### src/rtl/strap_speed_pkg.sv
package strap_speed_pkg;
  localparam int CODE_W = 2;
  localparam int RATE_N = 3;

  typedef enum logic [CODE_W-1:0] {
    SPD_1G25  = 2'b00,
    SPD_2G5   = 2'b01,
    SPD_3G125 = 2'b10,
    SPD_BAD   = 2'b11
  } spd_code_e;

  localparam logic [CODE_W-1:0] SPD_DEFAULT = SPD_3G125;
endpackage

### src/rtl/strap_window.sv
module strap_window
  import strap_speed_pkg::*;
#(
  parameter int STABLE_CYCLES = 10
) (
  input  logic              clk_i,
  input  logic              rst_ni,
  input  logic              rearm_i,
  input  logic              cancel_i,
  input  logic [CODE_W-1:0] strap_i,
  output logic              armed_o,
  output logic              capture_o,
  output logic [CODE_W-1:0] cap_code_o
);
  localparam int CNT_W = $clog2(STABLE_CYCLES + 1);
  localparam logic [CNT_W-1:0] LAST = CNT_W'(STABLE_CYCLES - 1);

  logic              armed_q;
  logic [CNT_W-1:0]  cnt_q;
  logic [CODE_W-1:0] strap_q;
  logic              same;

  assign same       = (strap_i == strap_q);
  assign capture_o  = armed_q && (cnt_q == LAST) && same;
  assign cap_code_o = strap_i;
  assign armed_o    = armed_q;

  always_ff @(posedge clk_i or negedge rst_ni) begin
    if (!rst_ni) begin
      armed_q <= 1'b1;
      cnt_q   <= '0;
      strap_q <= '0;
    end else if (rearm_i) begin
      armed_q <= 1'b1;
      cnt_q   <= '0;
    end else if (cancel_i) begin
      armed_q <= 1'b0;
      cnt_q   <= '0;
    end else if (armed_q) begin
      if (cnt_q == '0 || !same) begin
        strap_q <= strap_i;
        cnt_q   <= CNT_W'(1);
      end else if (cnt_q == LAST) begin
        armed_q <= 1'b0;
        cnt_q   <= '0;
      end else begin
        cnt_q <= cnt_q + 1'b1;
      end
    end
  end

  assert_cnt_bound_R4: assert property (@(posedge clk_i) disable iff (!rst_ni)
    cnt_q <= LAST);
  assert_restart_R4: assert property (@(posedge clk_i) disable iff (!rst_ni)
    (armed_q && !rearm_i && !cancel_i && cnt_q != '0 && !same) |=> cnt_q == CNT_W'(1));
  assert_closed_R7: assert property (@(posedge clk_i) disable iff (!rst_ni)
    (cancel_i && !rearm_i) |=> !armed_q);
endmodule

### src/rtl/speed_hold.sv
module speed_hold
  import strap_speed_pkg::*;
(
  input  logic              clk_i,
  input  logic              rst_ni,
  input  logic              rearm_i,
  input  logic              we_i,
  input  logic [CODE_W-1:0] wdata_i,
  input  logic              capture_i,
  input  logic [CODE_W-1:0] cap_code_i,
  output logic [CODE_W-1:0] speed_o,
  output logic              valid_o
);
  logic [CODE_W-1:0] speed_q;
  logic              valid_q;

  // priority: re-arm, then software, then strap capture
  always_ff @(posedge clk_i or negedge rst_ni) begin
    if (!rst_ni) begin
      speed_q <= SPD_DEFAULT;
      valid_q <= 1'b0;
    end else if (rearm_i) begin
      speed_q <= SPD_DEFAULT;
      valid_q <= 1'b0;
    end else if (we_i) begin
      speed_q <= wdata_i;
      valid_q <= 1'b1;
    end else if (capture_i) begin
      speed_q <= cap_code_i;
      valid_q <= 1'b1;
    end
  end

  assign speed_o = speed_q;
  assign valid_o = valid_q;

  assert_write_R6: assert property (@(posedge clk_i) disable iff (!rst_ni)
    (we_i && !rearm_i) |=> (speed_q == $past(wdata_i)) && valid_q);
  assert_rearm_R9: assert property (@(posedge clk_i) disable iff (!rst_ni)
    rearm_i |=> !valid_q && speed_q == SPD_DEFAULT);
  assert_hold_R5: assert property (@(posedge clk_i) disable iff (!rst_ni)
    (!rearm_i && !we_i && !capture_i) |=> $stable(speed_q) && $stable(valid_q));
endmodule

### src/rtl/speed_decode.sv
module speed_decode
  import strap_speed_pkg::*;
(
  input  logic [CODE_W-1:0] code_i,
  output logic [RATE_N-1:0] rate_o,
  output logic              illegal_o
);
  assign illegal_o = (code_i == SPD_BAD);

  for (genvar i = 0; i < RATE_N; i++) begin : g_rate
    if (CODE_W'(i) == SPD_DEFAULT) begin : g_dflt
      assign rate_o[i] = (code_i == CODE_W'(i)) || illegal_o;
    end else begin : g_norm
      assign rate_o[i] = (code_i == CODE_W'(i));
    end
  end
endmodule

### src/rtl/strap_speed_latch.sv
module strap_speed_latch
  import strap_speed_pkg::*;
#(
  parameter int STABLE_CYCLES = 10
) (
  input  logic        clk_i,
  input  logic        rst_ni,
  input  logic        self_rst_done_i,
  input  logic [1:0]  strap_i,
  input  logic        reg_we_i,
  input  logic [1:0]  reg_wdata_i,
  output logic [1:0]  reg_rdata_o,
  output logic [1:0]  speed_o,
  output logic [2:0]  rate_onehot_o,
  output logic        valid_o,
  output logic        illegal_o
);
  logic              armed;
  logic              capture;
  logic [CODE_W-1:0] cap_code;
  logic [CODE_W-1:0] speed;

  strap_window #(.STABLE_CYCLES(STABLE_CYCLES)) u_window (
    .clk_i      (clk_i),
    .rst_ni     (rst_ni),
    .rearm_i    (self_rst_done_i),
    .cancel_i   (reg_we_i),
    .strap_i    (strap_i),
    .armed_o    (armed),
    .capture_o  (capture),
    .cap_code_o (cap_code)
  );

  speed_hold u_hold (
    .clk_i      (clk_i),
    .rst_ni     (rst_ni),
    .rearm_i    (self_rst_done_i),
    .we_i       (reg_we_i),
    .wdata_i    (reg_wdata_i),
    .capture_i  (capture),
    .cap_code_i (cap_code),
    .speed_o    (speed),
    .valid_o    (valid_o)
  );

  speed_decode u_dec (
    .code_i    (speed),
    .rate_o    (rate_onehot_o),
    .illegal_o (illegal_o)
  );

  assign speed_o     = speed;
  assign reg_rdata_o = speed;

  assert_onehot_R2: assert property (@(posedge clk_i) disable iff (!rst_ni)
    $countones(rate_onehot_o) == 1);
  assert_illegal_R8: assert property (@(posedge clk_i) disable iff (!rst_ni)
    illegal_o |-> rate_onehot_o == 3'b100 && reg_rdata_o == 2'b11);
  assert_ignore_R5: assert property (@(posedge clk_i) disable iff (!rst_ni)
    (valid_o && !self_rst_done_i && !reg_we_i) |=> $stable(speed_o));
  assert_settled_closed_R3: assert property (@(posedge clk_i) disable iff (!rst_ni)
    valid_o |-> !armed);
endmodule

### config.mk
export PLATFORM = sky130hd
export DESIGN_NAME = strap_speed_latch
export DESIGN_NICKNAME = d
export VERILOG_FILES = /design/src/rtl/strap_speed_pkg.sv /design/src/rtl/strap_window.sv /design/src/rtl/speed_hold.sv /design/src/rtl/speed_decode.sv /design/src/rtl/strap_speed_latch.sv
export SDC_FILE = /design/constraint.sdc
export NUM_CORES = 1
export LEC_CHECK = 0
export BUFFER_PORTS_ARGS = -buffer_cell sky130_fd_sc_hd__buf_2
export CORE_UTILIZATION = 40
export DETAILED_ROUTE_END_ITERATION = 10
export GPL_TIMING_DRIVEN = 0
export PLACE_DENSITY = 0.74
export RECOVER_POWER = 50
export SLEW_MARGIN = 20
export SYNTH_ARGS = -nofsm -noshare
export SYNTH_HDL_FRONTEND = slang
export SYNTH_SLANG_ARGS = --single-unit
### constraint.sdc
create_clock -name clk_i -period 2 [get_ports clk_i]
set_input_delay 0.1 -clock clk_i [delete_from_list [all_inputs] [get_ports clk_i]]
set_output_delay 0.1 -clock clk_i [all_outputs]
set_load 0.02 [all_outputs]
# [Word-level counts from Yosys, hierarchy flattened]
# Cells that the tools add are included.
# W data, S select, Z words.
[word_totals] ff_bits=10 input_bits=8 out_inout_bits=9 wordCells=39
[classes] addsub=1 eq_ne=5 n_mux=16 n_bitwise=2 reduce_logical=10
[op_table] op="$mux W4" n=5
[op_table] op="$mux W1" n=8
[op_table] op="$mux W2" n=3
[op_table] op="$reduce_bool A3 Y1" n=2
[op_table] op="$add A4 B1 Y4 const B" n=1
[op_table] op="$eq A2 B2 Y1 const B" n=2
[op_table] op="$eq A4 B4 Y1 const B" n=1
[op_table] op="$logic_not A4 Y1" n=1
[op_table] op="$reduce_and A4 Y1" n=1
[op_table] op="$eq A2 B1 Y1 const B" n=1
[op_table] op="$eq A2 B2 Y1" n=1
[op_table] op="$logic_and A1 B1 Y1" n=2
[op_table] op="$logic_not A2 Y1" n=1
[op_table] op="$logic_or A1 B1 Y1" n=2
[op_table] op="$not A1 Y1" n=2
[op_table] op="$logic_not A1 Y1" n=1

# [Depth between registers and ports, before layout]
# Gate-level depths: netlist of the first run.
[depth] depth_word=7 ltp_mapped=6 ltp_nobuf=6

# [Cells and area by module]
# Synthesis of the first run repeated with hierarchy kept, for this count alone.
[unflattened] hier_cells=68 area_unflattened_um2=643.1
[modules_own_cells] module="strap_window" n_inst=1 cells_per_inst=49 area_per_inst_um2=464.2 seq_area_each_um2=176.4
[modules_own_cells] module="speed_hold" n_inst=1 cells_per_inst=13 area_per_inst_um2=143.9 seq_area_each_um2=76.3
[modules_own_cells] module="speed_decode" n_inst=1 cells_per_inst=4 area_per_inst_um2=20.0 seq_area_each_um2=0.0
[modules_own_cells] module="strap_speed_latch" n_inst=1 cells_per_inst=2 area_per_inst_um2=15.0 seq_area_each_um2=0.0

# [Worst setup path after synthesis of the first run]
# No wires, ideal clock.
[synth_timing] kind="register to register" start="register u_window.cnt_q[1]" end="register u_hold.speed_q[1] (netlist: u_hold.speed_o[1])" setup_ps=92 arrival_time_ps=1361 required_time_ps=1908 path_slack_ps=546 path_stages_with_launch=7 n_path_buf=0 synth_period_minus_slack_ps=1454 cell_sequence="dfrtp_1 inv_1 ha_1 and3b_2 a41oi_2 a2111oi_1 a21oi_1"
[synth_via] elab_chain_cells=4
[synth_lines] item="from (decl)" line="strap_window.sv:19" source="logic [CNT_W-1:0] cnt_q;"
[synth_lines] item="from (signal assigned)" line="strap_window.sv:47" source="cnt_q <= cnt_q + 1'b1;"
[synth_lines] item="$eq A4 B4 Y1" line="strap_window.sv:24" source="assign capture_o = armed_q && (cnt_q == LAST) && same;"
[synth_lines] item="$logic_and A1 B1 Y1 (2 in series)" line="strap_window.sv:24"
[synth_lines] item="$reduce_bool A3 Y1 (no source line)"
[synth_lines] item="to (signal assigned)" line="speed_hold.sv:26" source="speed_q <= wdata_i;"
[synth_lines] item="to (signal assigned)" line="speed_hold.sv:29" source="speed_q <= cap_code_i;"
[synth_lines] item="to (decl)" line="speed_hold.sv:14" source="logic [CODE_W-1:0] speed_q;"
# No other way between the ends.
# A chain may end at the register's enable or synchronous reset.

# [Worst setup path in the final report of the first run]
[layout_timing] start="register u_window.cnt_q[1]" end="register u_window.cnt_q[1]"
[layout_via] elab_chain_cells=6 elab_cells_between_ends=9 classes_between="add/sub: 1; eq/ne: 1; mux: 5; reduce/logical: 2"
[layout_lines] item="$add A4 B1 Y4, or another cell as far along" line="strap_window.sv:47"
[layout_lines] item="$mux W4 / $logic_or A1 B1 Y1 (equally long branches)" line="strap_window.sv:43, strap_window.sv:40"
[layout_lines] item="$mux W4 *" line="strap_window.sv:40" source="if (cnt_q == '0 || !same) begin"
[layout_lines] item="$mux W4 *" line="strap_window.sv:39" source="end else if (armed_q) begin"
[layout_lines] item="$mux W4 *" line="strap_window.sv:36" source="end else if (cancel_i) begin"
[layout_lines] item="$mux W4 *" line="strap_window.sv:33" source="end else if (rearm_i) begin"
# Every way passes the cells marked *; elsewhere a longest branch is shown, timed or not. The select of a mux whose other input is x is not followed.

==> results of run 1 <==
registers in the layout, summed over array words and instances, names as in the netlist:
signal,count
u_window.strap_q,2
u_hold.valid_o,1
u_window.cnt_q,4
u_hold.speed_o,2
u_window.armed_o,1
synthesized netlist by cell type:
cell type  number  area (sq um)
dfrtp_1         8           200
inv_1           6          22.5
nor2_1          6          22.5
a21oi_1         3          15.0
clkbuf_1        3          11.3
ha_1            3          37.5
nand2_1         3          11.3
and2_1          2          12.5
buf_4           2          15.0
dfstp_2         2          52.6
mux2_1          2          22.5
nand2b_1        2          12.5
nand3_1         2          10.0
nor3_1          2          10.0
o311ai_1        2          17.5
xnor2_2         2          32.5
a2111oi_1       1          10.0
a41oi_2         1          16.3
and3b_2         1          10.0
buf_2           1          5.00
mux2_2          1          11.3
mux2i_1         1          10.0
nand3b_1        1          7.51
nor2b_1         1          6.26
nor3_2          1          10.0
nor3b_1         1          7.51
o211ai_1        1          7.51
o21a_1          1          7.51
o21ai_0         1          5.00
o221a_1         1          11.3
o22ai_1         1          6.26
o32a_1          1          10.0
worst register-to-register path, delay by kind of cell (launching register included):
| kind | cells | cell delay, ns |
|---|---|---|
| compound gates | 2 | 0.79 |
| flops | 1 | 0.40 |
| buf+inv | 2 | 0.16 |
| fa+ha+maj | 1 | 0.15 |
| simple gates | 1 | 0.04 |
per-stage QoR:
step,setup slack (ns),util [%],hold WS (ns)
2_1_floorplan,0.546,-,-0.196
3_3_place_gp,0.402,48.9,-0.0335
3_5_place_dp,0.354,48.9,-0.0265
6_report,0.345,51.6,0.113
5_1_grt,0.220,51.6,0.122
4_1_cts,0.345,52.0,0.117
worst max path at each step:
stage	from	end	slack (ns)	depth (start not counted)
2_1_floorplan	u_window.cnt_q[1]	u_hold.speed_o[1]	0.55	6
3_3_place_gp	u_window.cnt_q[0]	u_window.cnt_q[1]	0.40	6
3_5_place_dp	u_window.cnt_q[0]	u_window.cnt_q[1]	0.35	6
4_1_cts	u_window.cnt_q[0]	u_window.cnt_q[1]	0.35	6
5_1_grt	u_window.cnt_q[1]	u_window.cnt_q[0]	0.22	6
6_report	u_window.cnt_q[1]	u_window.cnt_q[1]	0.34	6
cell type report:
class | instances | area (sq um) | area share [%]
flip-flops and latches | 10 | 253 | 32.5
multi-input cells | 44 | 340 | 43.8
clock buffers | 4 | 36.3 | 4.67
inverters | 6 | 22.5 | 2.90
plain buffers | 6 | 31.3 | 4.03
well taps | 16 | 20.0 | 2.58
repair buffers | 15 | 73.8 | 9.50
kinds of logic after synthesis:
family          after synthesis
mux                           4
buf+inv                      12
xor+xnor                      2
fa+ha+maj                     3
compound gates               13
simple gates                 22
flops                        10
routing by layer:
layer / routed length (um) / part of all wire, % / up-vias / GRT usage (%)
met5: 0 / 0 / - / 0
met4: 32 / 2.6 / 0 / 8.75
met3: 61 / 5.0 / 6 / 6.47
met2: 593 / 48 / 14 / 26.5
met1: 545 / 44 / 245 / 20.5
li1: - / - / 267 / -
power groups by stage:
stage	Clock, W	Combinational, W	Sequential [W]
detailed placement	0	0.000115	0.000238
global placement	0	0.000111	0.000236
floorplan	0	0.0000757	0.000241
CTS	0.000186	0.000117	0.000234
global route	0.000197	0.000126	0.000236
finish	0.000181	0.000114	0.000233
==> results.ini, run 1 <==
[global_route]
antenna_found_initial=0
grtUsageTotal_pct=17.1
grt_pass1_vias=535
grt_overflow=0
grt_max_degree=11
grt_pass1_wl_mm=2.28

[power_and_ir_drop]
p_sw_share_pct=28.4
p_int_w=0.000378
power.switching_w=0.000150
power_frac_seq_pct=44.2
ir_drop_v=0.000373
p_leak_nw=0.343
power_w=0.000528
combPwrFrac_pct=21.5
clock_power_share_pct=34.2
powerDensity_mw_per_mm2=679

[place]
placed_cell_area_sq_um=737
portBuffers=14
dp.cells=96
hpwl_um=963
gp_congestion=0.734

[sta]
timing.final.max_slew_violations=0
period_share_pct=82.8
rsz0062_at_grt=no
fin_skew_ns=0.00253
relSlewSlack_pct=58.9
finalSetupViolCount=0
max_freq_ghz=0.604
hold_violations=0
worst_pin_slew_ns=0.606
finalSetupTns_ns=0
min_period_ns=1.66

[routing]
drc=0
wl_per_cell_um=12.2
routed_via_density=5.27
num_vias=532
drt_iter0_markers=6
drt-total-wl_mm=1.23
ant_nets=0
drt_pass1_iterations=4

[worst_hold_path]
whs_endpoint=u_window.strap_q[0]
hold_depth=2
hp-class=input port to register
min_from=strap_i[0]

[yosys]
muxShareOfSynthArea_pct=6.77
syn_area_sq_um=647
synth_cell_types=32
yosys.area_share.simple_pct=18.6
seq_area_frac_synth_pct=39.1
syn_avg_cell_area_sq_um=9.80
synth_top_family_by_area=simple AND/OR/NAND/NOR gates
synth_compound_area_share_pct=16.4
synth_xor_area_share_pct=5.03
ys_ff_latch=10
syn-num-nets=77
ys_warn_count=0
synthAdderAreaFrac_pct=5.80
syn-instance-count=66

[setup_path]
cp_cell_sequence=inv_1, ha_1, inv_1, o311ai_1, o32a_1, nor3_2
rr_startpoint=u_window.cnt_q[1]
cp-start-kind=register
critical_path.top_delay_family=compound AO/OA/AOI/OAI gates
crit_path_end_kind=register
cpMostUsedCell=inv_1
crit_buf_inv=2
required_ns=2.14
path_max_fanout=4
worstSetupPathType=register to register
critPathArrivalTime_ns=1.80
r2r_setup_slack_ns=0.34
rr_endpoint=u_window.cnt_q[1]
rr_worst_depth=6
cp_slowest_stage_delay_ns=0.52
slowest_stage=o311ai_1

[floorplanning]
initial_core_util_pct=42.9
fp.dieH_um=42.2
num_rows=14
core_sq_mm=0.00151
die_area_sq_mm=0.00178
ioPinCount=17
die_x_um=42.2

[cts]
hold_buffers=1
cts.htree.levels=1
ctsLongestPathBuffers=2
clk_latency_ns=0.27
numCtsBuffers=3
clock-root-buffer=clkbuf_4
clkSinkCount=10
path_clk_slew_ns=0.06
cts_tree=built
cts_resized=0
cts_setup_buffers=0

[final_layout]
nFillCells=148
final_cell_mix=buf_2, clkbuf_1, dfrtp_1
drive_gt1_share_pct=28.2
antenna_cells=0
nets=97
stdcell_count=101
final_common_cell=buf_2
area_delta_synth_final_pct=20.1
finalInstanceArea_sq_um=777

[outcome]
status=complete, no violations

[flow_run]
drv_cap=0

Note: power is estimated with default switching activity, not from simulation.
==> inputs of run 2 (changes only) <==
Clock period 2 ns to 1.6 ns, I/O delays scaled along.
==> run 2 against run 1 <==
  * Non-clock buffer count increased by 3
  * Core utilization increased by 6.6 points
  * First-iteration DRC count increased by 67%
  * Clock-buffer cell count unchanged
  * Global-route usage increased by 0.18 points
  * Via count increased by 2.8%
  * Worst hold slack improved by 0.021 ns
  * Maximum frequency increased by 8.1%
  * Final area increased by 13%
  * Register-to-register slack got worse by 0.28 ns
  * Sequential share of layout area decreased by 3.5 points
  * Critical path type unchanged
  * Largest cell class unchanged
==> results.ini, run 2 (synthesis gave the netlist of run 1 again) <==
[sta]
max_freq_ghz=0.653  ; was 0.604 GHz
fin_skew_ns=0.000370  ; was 0.00253 ns
finalSetupViolCount=0  ; unchanged
worst_pin_slew_ns=0.554  ; was 0.606 ns
finalSetupTns_ns=0  ; unchanged
timing.final.max_slew_violations=0  ; unchanged
relSlewSlack_pct=63.0  ; was 58.9%
min_period_ns=1.53  ; was 1.66 ns
period_share_pct=95.7  ; was 82.8%
hold_violations=0  ; unchanged

[power_and_ir_drop]
ir_drop_v=0.000503  ; was 0.000373 V
p_leak_nw=0.365  ; was 0.343 nW
power_w=0.000699  ; was 0.000528 W
powerDensity_mw_per_mm2=798  ; was 679 mW/mm^2

[routing]
ant_nets=0  ; unchanged
drt_pass1_iterations=4  ; unchanged
num_vias=547  ; was 532
drt-total-wl_mm=1.42  ; was 1.23 mm
wl_per_cell_um=13.7  ; was 12.2 um
drc=0  ; unchanged
drt_iter0_markers=10  ; was 6
routed_via_density=5.26  ; was 5.27

[cts]
clk_latency_ns=0.27  ; about the same
clock-root-buffer=clkbuf_4  ; unchanged
ctsLongestPathBuffers=2  ; unchanged
cts.htree.levels=1  ; unchanged
path_clk_slew_ns=0.06  ; about the same
cts_tree=built  ; unchanged
clkSinkCount=10  ; unchanged
numCtsBuffers=3  ; unchanged

[floorplanning]
initial_core_util_pct=42.9  ; unchanged
die_x_um=42.2  ; unchanged
fp.dieH_um=42.2  ; unchanged
core_sq_mm=0.00151  ; unchanged
ioPinCount=17  ; unchanged
num_rows=14  ; unchanged
die_area_sq_mm=0.00178  ; unchanged

[place]
gp_congestion=0.734  ; unchanged
placed_cell_area_sq_um=737  ; unchanged
hpwl_um=963  ; unchanged
dp.cells=96  ; unchanged
portBuffers=14  ; unchanged

[global_route]
grt_pass1_wl_mm=2.30  ; was 2.28 mm
grt_overflow=0  ; unchanged
grtUsageTotal_pct=17.3  ; was 17.1%
antenna_found_initial=0  ; unchanged
grt_max_degree=11  ; unchanged
grt_pass1_vias=534  ; was 535

[setup_path]
path_max_fanout=6  ; was 4
worstSetupPathType=register to register  ; unchanged
required_ns=1.73  ; was 2.14 ns
rr_startpoint=u_window.cnt_q[0]  ; was u_window.cnt_q[1]
worstSetupStartpoint=u_window.cnt_q[0]  ; was u_window.cnt_q[1]
cp-start-kind=register  ; unchanged
slowest_stage=dfrtp_2  ; was o311ai_1
cp_slowest_stage_delay_ns=0.45  ; was 0.52 ns
critPathArrivalTime_ns=1.66  ; was 1.80 ns
cp_cell_sequence=ha_4, and3b_2, a41oi_4, mux2i_1, nor2_1  ; was inv_1, ha_1, inv_1, o311ai_1, o32a_1, nor3_2
crit_path_end_kind=register  ; unchanged

[final_layout]
regMostFlops=u_window.cnt_q  ; unchanged
area_delta_synth_final_pct=35.4  ; was 20.1%
largest_reg_flops=4  ; unchanged
final_cell_mix=buf_2, clkbuf_1, dfrtp_1  ; unchanged
antenna_cells=0  ; unchanged
drive_gt1_share_pct=37.5  ; was 28.2%
nets=100  ; was 97
fin_util_pct=58.1  ; was 51.6%
finalInstanceArea_sq_um=876  ; was 777 sq um
stdcell_count=104  ; was 101
final_common_cell=buf_2  ; unchanged

[worst_hold_path]
min_from=strap_i[0]  ; unchanged
hp-class=input port to register  ; unchanged

[flow_run]
drv_cap=0  ; unchanged

[outcome]
status=complete, no violations  ; unchanged

## run 2: metal layers
metal	GRT usage, %	vias up	wire length [um]
met2	26.2	10	742
met4	8.75	0	17
li1	-	272	-
met1	21.4	261	610
met5	0	-	0
met3	6.47	4	49
## run 2: stage by stage
step / setup WS [ns] / hold slack [ns]
after global routing: -0.0196 / 0.134
final: 0.0696 / 0.134
after CTS: 0.0369 / 0.0967
after detailed placement: -0.0462 / -0.0465
after floorplan: 0.146 / -0.216
after global placement: 0.00184 / -0.0535
## run 2: critical path: cells and delay by family, from the launching register on
family	cells	cell delay, ns
simple gates	2	0.30
fa+ha+maj	1	0.17
compound gates	1	0.25
mux	1	0.22
flops	1	0.45
## run 2: worst paths after layout
path	end	slack (ns)	depth (start not counted)
worst max-delay path	u_hold.speed_o[0]	0.07	5
worst min-delay path	u_window.strap_q[0]	0.13	2
worst max register to register	u_hold.speed_o[0]	0.07	5
worst min register to register	u_hold.valid_o	0.54	2
max in group asynchronous	u_window.cnt_q[0]	0.90	2
min in group asynchronous	u_window.cnt_q[2]	0.31	2
## run 2: layout make-up
| cell class | instances | area [sq um] |
|---|---|---|
| Inverter | 6 | 22.5 |
| Fill cell | 137 | 631 |
| Buffer | 6 | 31.3 |
| Clock buffer | 4 | 36.3 |
| Multi-Input combinational cell | 44 | 415 |
| Sequential cell | 10 | 254 |
| Timing Repair Buffer | 18 | 96.3 |
| Tap cell | 16 | 20.0 |
## run 2: repair_timing
| item | in CTS | in global routing |
|---|---|---|
| pin swaps | 0 | 1 |
| endpoints found under the setup margin | 4 | 5 |
| hold endpoints to repair | 10 | 0 |
| setup buffers | 0 | 3 |
| hold buffers | 1 | 0 |
| resized for setup | 3 | 8 |
## run 2: power breakdown
group	total [W]	leakage (nW)	switching [W]	internal, W
clock	0.000225	0.0210	0.0000869	0.000138
sequential	0.000297	0.124	0.0000230	0.000274
combinational	0.000176	0.220	0.000102	0.0000746
total	0.000699	0.365	0.000212	0.000487
==> inputs of run 3 (changes only) <==
Settings changed: ABC_CLOCK_PERIOD_IN_PS set to 1600, MAX_ROUTING_LAYER set to met4.
==> run 3 against run 2 <==
  * Critical path depth is the same
  * First-iteration DRC count shrank 40%
  * Clock power is essentially flat
  * Setup slack gained 0.0057 ns
  * Sequential cell count is the same
  * Maximum frequency grew 0.38%
  * Sequential share of layout area grew 0.12 points
  * Non-clock buffer count grew 1
  * Core utilization shrank 0.25 points
  * Total power shrank 1.7%
  * Largest power group unchanged
==> results.ini, run 3 (synthesis gave the netlist of run 1 again) <==
[power_and_ir_drop]
clock_power_share_pct=32.7  ; was 32.2%
ir_drop_v=0.000488  ; was 0.000503 V
power.switching_w=0.000207  ; was 0.000212 W
p_int_w=0.000480  ; was 0.000487 W
power_frac_seq_pct=42.7  ; was 42.5%
combPwrFrac_pct=24.5  ; was 25.2%
p_sw_share_pct=30.1  ; was 30.3%
power_w=0.000687  ; was 0.000699 W
p_leak_nw=0.369  ; was 0.365 nW
powerDensity_mw_per_mm2=788  ; was 798 mW/mm^2

[global_route]
grt_pass1_vias=530  ; was 534
grt_overflow=0  ; unchanged
grt_pass1_wl_mm=2.30  ; about the same
antenna_found_initial=0  ; unchanged
grtUsageTotal_pct=17.7  ; was 17.3%
grt_max_degree=11  ; unchanged

[setup_path]
r2r_setup_slack_ns=0.08  ; was 0.07 ns
crit_buf_inv=0  ; unchanged
crit_path_end_kind=register  ; unchanged
rr_startpoint=u_window.cnt_q[0]  ; unchanged
critPathArrivalTime_ns=1.65  ; was 1.66 ns
path_max_fanout=6  ; unchanged
cp-start-kind=register  ; unchanged
rr_endpoint=u_hold.speed_o[0]  ; unchanged
slowest_stage=dfrtp_2  ; unchanged
cp_slowest_stage_delay_ns=0.45  ; about the same
cp_cell_sequence=ha_4, and3b_2, a41oi_4, mux2i_1, nor2_1  ; unchanged
rr_worst_depth=5  ; unchanged
worstSetupPathType=register to register  ; unchanged
critical_path.top_delay_family=flip-flops  ; unchanged
required_ns=1.73  ; about the same

[final_layout]
area_delta_synth_final_pct=34.8  ; was 35.4%
antenna_cells=0  ; unchanged
nFillCells=137  ; unchanged
drive_gt1_share_pct=38.2  ; was 37.5%
largest_reg_flops=4  ; unchanged
nets=101  ; was 100
regMostFlops=u_window.cnt_q  ; unchanged
final_common_cell=buf_2  ; unchanged
final_cell_mix=buf_2, clkbuf_1, dfrtp_1  ; unchanged

[routing]
routed_via_density=5.35  ; was 5.26
route.top_layer_used=met4  ; unchanged
drt_pass1_iterations=4  ; unchanged
wl_per_cell_um=13.1  ; was 13.7 um
num_vias=562  ; was 547
drt_iter0_markers=6  ; was 10
drt-total-wl_mm=1.38  ; was 1.42 mm
wl_met3_um=53  ; was 49 um
m1WireLength_um=626  ; was 610 um
ant_nets=0  ; unchanged
wl_met2_um=686  ; was 742 um
drc=0  ; unchanged

[floorplanning]
fp.dieH_um=42.2  ; unchanged
ioPinCount=17  ; unchanged
die_x_um=42.2  ; unchanged
die_area_sq_mm=0.00178  ; unchanged
core_sq_mm=0.00151  ; unchanged
initial_core_util_pct=42.9  ; unchanged
num_rows=14  ; unchanged

[sta]
period_share_pct=95.3  ; was 95.7%
worst_pin_slew_ns=0.553  ; was 0.554 ns
fin_skew_ns=0.000340  ; was 0.000370 ns
finalSetupViolCount=0  ; unchanged
timing.final.max_slew_violations=0  ; unchanged
hold_ws_ns=0.100  ; was 0.134 ns
hold_violations=0  ; unchanged
min_period_ns=1.52  ; was 1.53 ns
max_freq_ghz=0.656  ; was 0.653 GHz
relSlewSlack_pct=63.1  ; was 63.0%

[worst_hold_path]
hold_depth=2  ; unchanged
whs_endpoint=u_window.strap_q[0]  ; unchanged
min_from=strap_i[0]  ; unchanged
hp-class=input port to register  ; unchanged

[cts]
numCtsBuffers=3  ; unchanged
ctsLongestPathBuffers=2  ; unchanged
clock-root-buffer=clkbuf_4  ; unchanged
path_clk_slew_ns=0.06  ; about the same
clkSinkCount=10  ; unchanged
cts.htree.levels=1  ; unchanged
cts_tree=built  ; unchanged
clk_latency_ns=0.26  ; was 0.27 ns

[place]
gp_congestion=0.743  ; was 0.734
portBuffers=14  ; unchanged
hpwl_um=963  ; unchanged

[flow_run]
drv_cap=0  ; unchanged

[outcome]
status=complete, no violations  ; unchanged

-- run 3: changes by cell type in the layout (fill, tap and decap cells not counted) --
cell	previous run	this run
xnor2_2	1	2
xnor2_4	1	0
buf_4	5	6
-- run 3: per-layer routing --
metal	up-vias	GRT usage, %
met3	4	6.47
met2	16	25.8
met5	-	-
met1	266	21.4
met4	0	8.75
li1	276	-
-- run 3: worst register-to-register path: cells and delay by family (launching register included) --
kind                     cells  cell delay [ns]
flip-flops                   1             0.45
AND/OR/NAND/NOR              2             0.31
AO/OA/AOI/OAI                1             0.25
multiplexers                 1             0.22
adder cells (fa/ha/maj)      1             0.17
-- run 3: cell type report --
cell class / count / area (sq um) / share of cell area (%)
buffer: 6 / 31.3 / 3.59
clock buffer: 4 / 36.3 / 4.16
inverter: 6 / 22.5 / 2.58
multi-input combinational: 44 / 404 / 46.3
sequential: 10 / 254 / 29.1
tap: 16 / 20.0 / 2.30
timing repair buffer: 19 / 104 / 11.9
-- run 3: worst max-delay path by stage --
stage	startpoint	to	slack, ns	cells past startpoint
floorplan	u_window.cnt_q[1]	u_hold.speed_o[1]	0.15	6
global placement	u_window.cnt_q[0]	u_window.cnt_q[1]	0.002	6
detailed placement	u_window.cnt_q[0]	u_window.cnt_q[1]	-0.05	6
CTS	u_window.cnt_q[0]	u_hold.speed_o[0]	0.04	5
global route	u_window.cnt_q[0]	u_hold.speed_o[0]	-0.02	5
finish	u_window.cnt_q[0]	u_hold.speed_o[0]	0.08	5
-- run 3: through the flow --
| stage | setup slack [ns] | instance area [sq um] | TNS, ns | cells | util, % |
|---|---|---|---|---|---|
| after detailed placement | -0.0462 | 737 | -0.0669 | 96 | 48.9 |
| after CTS | 0.0369 | 807 | 0 | 101 | 53.6 |
| after global routing | -0.0210 | 872 | -0.0210 | 105 | 57.9 |
| after floorplan | 0.146 | 647 | 0 | 66 | - |
| after global placement | 0.00184 | 737 | 0 | 96 | 48.9 |
| final | 0.0753 | 872 | 0 | 105 | 57.9 |
-- run 3: repair_timing --
action,4_1_cts,5_1_grt
gates resized for setup,3,7
setup buffers,0,4
gates cloned,0,0
pin swaps,0,1
hold buffers,1,0
endpoints found under the setup margin,4,4
endpoints found under the hold margin,10,0
-- run 3: power by group through the flow --
stage / sequential, W / combinational (W) / clock, W
5_1_grt: 0.000296 / 0.000183 / 0.000249
3_5_place_dp: 0.000297 / 0.000143 / 0
2_1_floorplan: 0.000301 / 0.0000946 / 0
6_report: 0.000294 / 0.000169 / 0.000225
4_1_cts: 0.000293 / 0.000157 / 0.000233
3_3_place_gp: 0.000296 / 0.000139 / 0
